--- src/rtl/wdt_pkg.sv ---
package wdt_pkg;
  localparam int ADDR_W = 12;

  localparam logic [ADDR_W-1:0] A_REFRESH  = 12'h000;
  localparam logic [ADDR_W-1:0] A_CTRL     = 12'h000;
  localparam logic [ADDR_W-1:0] A_OFFSET   = 12'h008;
  localparam logic [ADDR_W-1:0] A_CMP_LO   = 12'h010;
  localparam logic [ADDR_W-1:0] A_IFACE_ID = 12'hFCC;

  typedef struct packed {
    logic refresh;
    logic ctrl_wr;
    logic off_wr;
  } wdt_strobe_t;
endpackage

--- src/rtl/wdt_bus_decode.sv ---
module wdt_bus_decode
  import wdt_pkg::*;
#(
  parameter int          CNT_W    = 64,
  parameter int          BUS_W    = 32,
  parameter int          OFF_W    = 32,
  parameter logic [31:0] IFACE_ID = 32'h0001_A5D3,
  parameter int          NW       = CNT_W / BUS_W
) (
  input  logic              rf_req_i,
  input  logic              rf_we_i,
  input  logic [ADDR_W-1:0] rf_addr_i,
  output logic [BUS_W-1:0]  rf_rdata_o,
  input  logic              cf_req_i,
  input  logic              cf_we_i,
  input  logic [ADDR_W-1:0] cf_addr_i,
  output logic [BUS_W-1:0]  cf_rdata_o,
  input  logic              en_i,
  input  logic              st0_i,
  input  logic              st1_i,
  input  logic [OFF_W-1:0]  offset_i,
  input  logic [CNT_W-1:0]  cmp_i,
  output wdt_strobe_t       stb_o,
  output logic [NW-1:0]     cmp_word_wr_o
);
  localparam int WORD_BYTES = BUS_W / 8;

  function automatic logic [ADDR_W-1:0] word_addr(input int idx);
    return ADDR_W'(int'(A_CMP_LO) + idx * WORD_BYTES);
  endfunction

  logic cf_wr, cf_rd, rf_kick;
  logic [BUS_W-1:0] cf_mux;

  assign cf_wr   = cf_req_i & cf_we_i;
  assign cf_rd   = cf_req_i & ~cf_we_i;
  assign rf_kick = rf_req_i & rf_we_i & (rf_addr_i == A_REFRESH);

  assign stb_o.ctrl_wr = cf_wr & (cf_addr_i == A_CTRL);
  assign stb_o.off_wr  = cf_wr & (cf_addr_i == A_OFFSET);
  assign stb_o.refresh = rf_kick | stb_o.ctrl_wr | stb_o.off_wr;

  for (genvar gi = 0; gi < NW; gi++) begin : g_cmp_wr
    assign cmp_word_wr_o[gi] = cf_wr & (cf_addr_i == word_addr(gi));
  end

  always_comb begin
    cf_mux = '0;
    if (cf_addr_i == A_CTRL)     cf_mux = BUS_W'({st1_i, st0_i, en_i});
    if (cf_addr_i == A_OFFSET)   cf_mux = BUS_W'(offset_i);
    if (cf_addr_i == A_IFACE_ID) cf_mux = BUS_W'(IFACE_ID);
    for (int i = 0; i < NW; i++) begin
      if (cf_addr_i == word_addr(i)) cf_mux = cmp_i[i*BUS_W +: BUS_W];
    end
  end

  assign cf_rdata_o = cf_rd ? cf_mux : '0;
  assign rf_rdata_o = (rf_req_i & ~rf_we_i & (rf_addr_i == A_IFACE_ID)) ? BUS_W'(IFACE_ID) : '0;
endmodule

--- src/rtl/wdt_deadline.sv ---
module wdt_deadline #(
  parameter int CNT_W = 64,
  parameter int BUS_W = 32,
  parameter int NW    = CNT_W / BUS_W
) (
  input  logic             clk_i,
  input  logic             rst_ni,
  input  logic [CNT_W-1:0] sys_cnt_i,
  input  logic             reload_i,
  input  logic [CNT_W-1:0] reload_off_i,
  input  logic [NW-1:0]    word_wr_i,
  input  logic [BUS_W-1:0] wdata_i,
  output logic [CNT_W-1:0] cmp_o,
  output logic             hit_o
);
  logic [CNT_W-1:0] cmp_q;

  // reload has priority over a direct half write
  always_ff @(posedge clk_i or negedge rst_ni) begin
    if (!rst_ni) begin
      cmp_q <= '0;
    end else if (reload_i) begin
      cmp_q <= sys_cnt_i + reload_off_i;
    end else begin
      for (int i = 0; i < NW; i++) begin
        if (word_wr_i[i]) cmp_q[i*BUS_W +: BUS_W] <= wdata_i;
      end
    end
  end

  assign cmp_o = cmp_q;
  assign hit_o = (sys_cnt_i >= cmp_q);
endmodule

--- src/rtl/wdt_stage.sv ---
module wdt_stage (
  input  logic clk_i,
  input  logic rst_ni,
  input  logic en_i,
  input  logic hit_i,
  input  logic refresh_i,
  output logic st0_o,
  output logic st1_o,
  output logic fire0_o
);
  logic st0_q, st1_q, expire, fire1;

  assign expire  = en_i & hit_i & ~refresh_i;
  assign fire0_o = expire & ~st0_q;
  assign fire1   = expire & st0_q & ~st1_q;

  always_ff @(posedge clk_i or negedge rst_ni) begin
    if (!rst_ni) begin
      st0_q <= 1'b0;
      st1_q <= 1'b0;
    end else begin
      if (refresh_i)    st0_q <= 1'b0;
      else if (fire0_o) st0_q <= 1'b1;
      if (fire1)        st1_q <= 1'b1;  // sticky until reset
    end
  end

  assign st0_o = st0_q;
  assign st1_o = st1_q;
endmodule

--- src/rtl/dual_stage_wdt.sv ---
module dual_stage_wdt
  import wdt_pkg::*;
#(
  parameter int          CNT_W    = 64,
  parameter int          BUS_W    = 32,
  parameter int          OFF_W    = 32,
  parameter logic [31:0] IFACE_ID = 32'h0001_A5D3
) (
  input  logic              clk_i,
  input  logic              rst_ni,
  input  logic [CNT_W-1:0]  sys_cnt_i,
  input  logic              rf_req_i,
  input  logic              rf_we_i,
  input  logic [ADDR_W-1:0] rf_addr_i,
  output logic [BUS_W-1:0]  rf_rdata_o,
  input  logic              cf_req_i,
  input  logic              cf_we_i,
  input  logic [ADDR_W-1:0] cf_addr_i,
  input  logic [BUS_W-1:0]  cf_wdata_i,
  output logic [BUS_W-1:0]  cf_rdata_o,
  output logic              irq_o,
  output logic              rst_req_o
);
  localparam int NW = CNT_W / BUS_W;

  wdt_strobe_t      stb;
  logic [NW-1:0]    cmp_word_wr;
  logic             refresh;
  logic             en_q;
  logic [OFF_W-1:0] offset_q, offset_nxt;
  logic [CNT_W-1:0] cmp_q;
  logic             hit, st0, st1, fire0;

  assign refresh    = stb.refresh;
  assign offset_nxt = stb.off_wr ? cf_wdata_i[OFF_W-1:0] : offset_q;

  always_ff @(posedge clk_i or negedge rst_ni) begin
    if (!rst_ni) begin
      en_q     <= 1'b0;
      offset_q <= '0;
    end else begin
      if (stb.ctrl_wr) en_q <= cf_wdata_i[0];
      offset_q <= offset_nxt;
    end
  end

  wdt_bus_decode #(
    .CNT_W(CNT_W), .BUS_W(BUS_W), .OFF_W(OFF_W), .IFACE_ID(IFACE_ID), .NW(NW)
  ) i_decode (
    .rf_req_i, .rf_we_i, .rf_addr_i, .rf_rdata_o,
    .cf_req_i, .cf_we_i, .cf_addr_i, .cf_rdata_o,
    .en_i(en_q), .st0_i(st0), .st1_i(st1), .offset_i(offset_q), .cmp_i(cmp_q),
    .stb_o(stb), .cmp_word_wr_o(cmp_word_wr)
  );

  wdt_deadline #(.CNT_W(CNT_W), .BUS_W(BUS_W), .NW(NW)) i_deadline (
    .clk_i, .rst_ni, .sys_cnt_i,
    .reload_i(refresh | fire0),
    .reload_off_i(CNT_W'(offset_nxt)),
    .word_wr_i(cmp_word_wr),
    .wdata_i(cf_wdata_i),
    .cmp_o(cmp_q),
    .hit_o(hit)
  );

  wdt_stage i_stage (
    .clk_i, .rst_ni,
    .en_i(en_q), .hit_i(hit), .refresh_i(refresh),
    .st0_o(st0), .st1_o(st1), .fire0_o(fire0)
  );

  assign irq_o     = st0;
  assign rst_req_o = st1;
endmodule

--- config.mk ---
export PLATFORM = sky130hd
export DESIGN_NAME = dual_stage_wdt
export DESIGN_NICKNAME = d
export VERILOG_FILES = /design/src/rtl/wdt_pkg.sv /design/src/rtl/wdt_bus_decode.sv /design/src/rtl/wdt_deadline.sv /design/src/rtl/wdt_stage.sv /design/src/rtl/dual_stage_wdt.sv
export SDC_FILE = /design/constraint.sdc
export NUM_CORES = 1
export LEC_CHECK = 0
export BUFFER_PORTS_ARGS = -buffer_cell sky130_fd_sc_hd__buf_2
export CAP_MARGIN = 10
export CORE_MARGIN = 5
export CORE_UTILIZATION = 26
export CTS_CLUSTER_DIAMETER = 120
export DETAILED_ROUTE_END_ITERATION = 8
export SYNTH_ARGS = -nofsm -noshare
export SYNTH_HDL_FRONTEND = slang
export SYNTH_SLANG_ARGS = --single-unit
export TNS_END_PERCENT = 1
--- constraint.sdc ---
create_clock -name clk_i -period 2.73 [get_ports clk_i]
set_input_delay 0.273 -clock clk_i [delete_from_list [all_inputs] [get_ports clk_i]]
set_output_delay 0.273 -clock clk_i [all_outputs]
set_load 0.02 [all_outputs]
==> impl_metrics.tcl <==
set metrics [dict create \
    outcome "complete, but fails checks" \
    violations "negative setup slack" \
    relSlewSlack_pct 64.6 \
    setup_violations 64 \
    die_area_um2 41800 \
    vias 11100 \
    die_y_um 204 \
    wl_met3_um 3190 \
    synth_flop_cell "dfrtp_1" \
    power_leakage_nw 7.07 \
    final_antenna_net_count 0 \
    critPathRequiredTime_ns 3.03 \
    portBuffers 169 \
    fin_ws_ns -1.08 \
    synth_top_area_cell "dfrtp_1" \
    synth_cell_types 72 \
    hold_path_class "in2reg" \
    start_util_pct 26.2 \
    routedWlPerCell_um 20.7 \
    rsz0062_at_grt "true" \
    fin_crit_sh_pct 140 \
    cts_root_buffer "clkbuf_16" \
    seq_area_frac_synth_pct 25.2 \
    io_pins 192 \
    final_nets 1845 \
    final_util_pct 40.2 \
    slew_violations 0 \
    cpMostUsedCell "buf_12" \
    clock_latency_ns 0.37 \
    grt_first_pass_wirelength_um 65500 \
    crit_fanout 10 \
    ys_warn_count 0 \
    row_count 71 \
    grt_pass1_vias 11100 \
    cp_top_family "simple AND/OR/NAND/NOR gates" \
    synth_edf_count 0 \
    clkTransAtPathRegs_ns 0.09 \
    max_cap_violations 0 \
    nFillCells 3754 \
    max_stage_delay_ns 0.40 \
    setup.worst_path.start_class "primary input" \
    yosys-top-cells-area "dfrtp_1, ha_1, mux2i_1" \
    multi_input_area_um2 7550 \
    drc 0 \
    synthArstFlopShare_pct 100 \
    die_x_um 204 \
    gp_congestion 0.945 \
    fin_crit_ns 3.81 \
    cts_sinks 99 \
    worstSetupEndpointType "flip-flop" \
    overflow 0 \
    clock_path_buffers 2 \
    dp_hpwl_um 34300 \
    arrival_ns 4.11 \
    synth_top_area_share_pct 25.2 \
    layout-drive-gt1-share_pct 44.6 \
    worst_pin_slew_ns 0.526 \
    worstSetupPathType "in2reg" \
    cts_tree "done" \
    grt_usage_pct 20.3 \
    core_area_um2 37500 \
    avgSynthCellArea_um2 8.56 \
    grt_max_degree 40 \
    top_layer "met5" \
    synth.ff_latch_count 99 \
    hold_viol 0 \
    wl_met2_um 20800 \
    area_delta_synth_final_pct 53.4 \
    met1_length_um 18800 \
    vias_per_cell 5.21 \
    fin_worst_skew_ns 0.0143 \
    slowest_stage "or4_1" \
    cp_num_buf_inv 5 \
    clock.fmax_ghz 0.262 \
    netlist_area_um2 9820 \
    netlist_instances 1147 \
    finalPower_mw 3.93 \
    cp_cell_sequence "buf_8, nor4_4, nand2_2, nor4_4, and3_4, buf_12, buf_12, mux2_4, ha_4, buf_4, and4_4, nand4_1, nor2_2, o21ai_2, a31o_4, a21o_4, buf_12, or4_1, a31oi_1" \
    cts_buffers 9 \
    first_pass_iters 5 \
    drt-total-wl_um 44300 \
    antenna_found_initial 2 \
    ir_drop_uv 228 \
    first_iter_violations 978 \
    power.density_nw_per_um2 261 \
    cts.htree.levels 3 \
    whs_ns 0.190 \
    ff_latch_area_um2 2480 \
]
## sequential cells by signal, summed over array words and instances (netlist names)
| name | flops |
|---|---|
| en_q | 1 |
| i_deadline.cmp_o | 64 |
| i_stage.st0_o | 1 |
| i_stage.st1_o | 1 |
| offset_q | 32 |
## stage by stage
stage / setup TNS (ns) / setup WS (ns) / area [um2] / std cells
after global routing: -59.53 / -1.22 / 15100 / 2136
after CTS: -43.98 / -1.04 / 14600 / 2123
after global placement: -76.94 / -1.59 / 13800 / 2097
after floorplan: -51.70 / -1.14 / 10200 / 1168
final: -50.89 / -1.08 / 15100 / 2138
after detailed placement: -80.71 / -1.66 / 13800 / 2097
## metal layers
metal | up-vias | global-route usage [%]
met3 | 86 | 3.49
met2 | 463 | 34.0
li1 | 5174 | -
met1 | 5415 | 26.4
met5 | - | 0
met4 | 2 | 6.80
## cell families (layout without fill, tap and decap cells)
kind of cell | after synthesis | after routing | share of synthesized area, %
adder cells (fa/ha/maj) | 98 | 98 | 12.6
flip-flops | 99 | 99 | 25.2
buffers and inverters | 168 | 625 | 8.25
multiplexers | 121 | 121 | 13.0
XOR/XNOR | 31 | 31 | 2.76
other | 1 | 24 | 0.0382
AO/OA/AOI/OAI | 333 | 333 | 22.4
AND/OR/NAND/NOR | 296 | 296 | 15.8
## worst register-to-register path, stage by stage (launching register included)
cell     delay, ns
dfrtp_1       0.40
inv_1         0.06
ha_1          0.29
nand4_1       0.20
nor3_2        0.08
a221o_1       0.32
or3_4         0.34
a221o_1       0.42
o211a_4       0.29
nor2_4        0.14
buf_4         0.28
mux2i_1       0.24
## Yosys cell counts, types with 27 or more instances
library cell and number:
a21o_1 29, a21oi_1 78, buf_4 33, clkbuf_1 35, dfrtp_1 99, ha_1 97, inv_1 80, mux2_2 53
mux2i_1 67, nand2_1 94, nand3_1 28, nor2_1 27, nor3_1 35, o21ai_0 81
## report_power, final
part           internal (mW)  switching (mW)
clock network          0.632           0.686
logic                  0.503           0.566
registers               1.51          0.0311
## layout by cell type, fill, tap and decap left out, types with 12 or more instances in the layout
cell type,netlist,layout
conb_1,1,22
nor2_1,27,24
ha_4,0,28
buf_2,15,166
a21o_1,29,27
buf_4,33,338
or3_1,17,15
buf_12,0,14
o21ai_1,6,14
a21oi_1,78,58
and3_1,14,12
xnor2_1,26,21
inv_1,80,77
nor3_1,35,32
a221oi_1,21,21
nand3_1,28,27
a31oi_1,23,23
o21ai_0,81,62
mux2_4,0,15
nand2_1,94,92
dfrtp_1,99,99
nand4_1,24,24
a21oi_2,0,17
mux2_2,53,38
mux2i_1,67,67
ha_1,97,68
## layout make-up
cell class | count | area share (%)
timing repair buffer | 530 | 25.3
tap | 511 | 4.24
inverter | 80 | 1.99
sequential | 99 | 16.4
multi-input combinational | 901 | 50.1
clock buffer | 10 | 1.52
antenna | 2 | 0.0332
clock inverter | 5 | 0.299
## worst paths after layout
check	startpoint	endpoint	slack [ns]	depth (start not counted)
max reg2reg	i_deadline.cmp_o[45]	i_deadline.cmp_o[27]	-0.43	11
min reg2reg	i_stage.st1_o	i_stage.st1_o	0.53	1
min	cf_wdata_i[8]	offset_q[8]	0.19	2
max in group asynchronous	rst_ni	offset_q[30]	1.48	3
min in group asynchronous	rst_ni	offset_q[12]	0.39	2
max	cf_addr_i[8]	i_deadline.cmp_o[37]	-1.08	19
## timing repair
action                     CTS  global route
gates resized for setup     78            66
buffers inserted             8            12
setup endpoints to repair   69            79
hold endpoints to repair    30             0
cloned                       2             2
pin swaps                   40            31
hold buffers                 1             0
(Power assumes the default switching activity.)
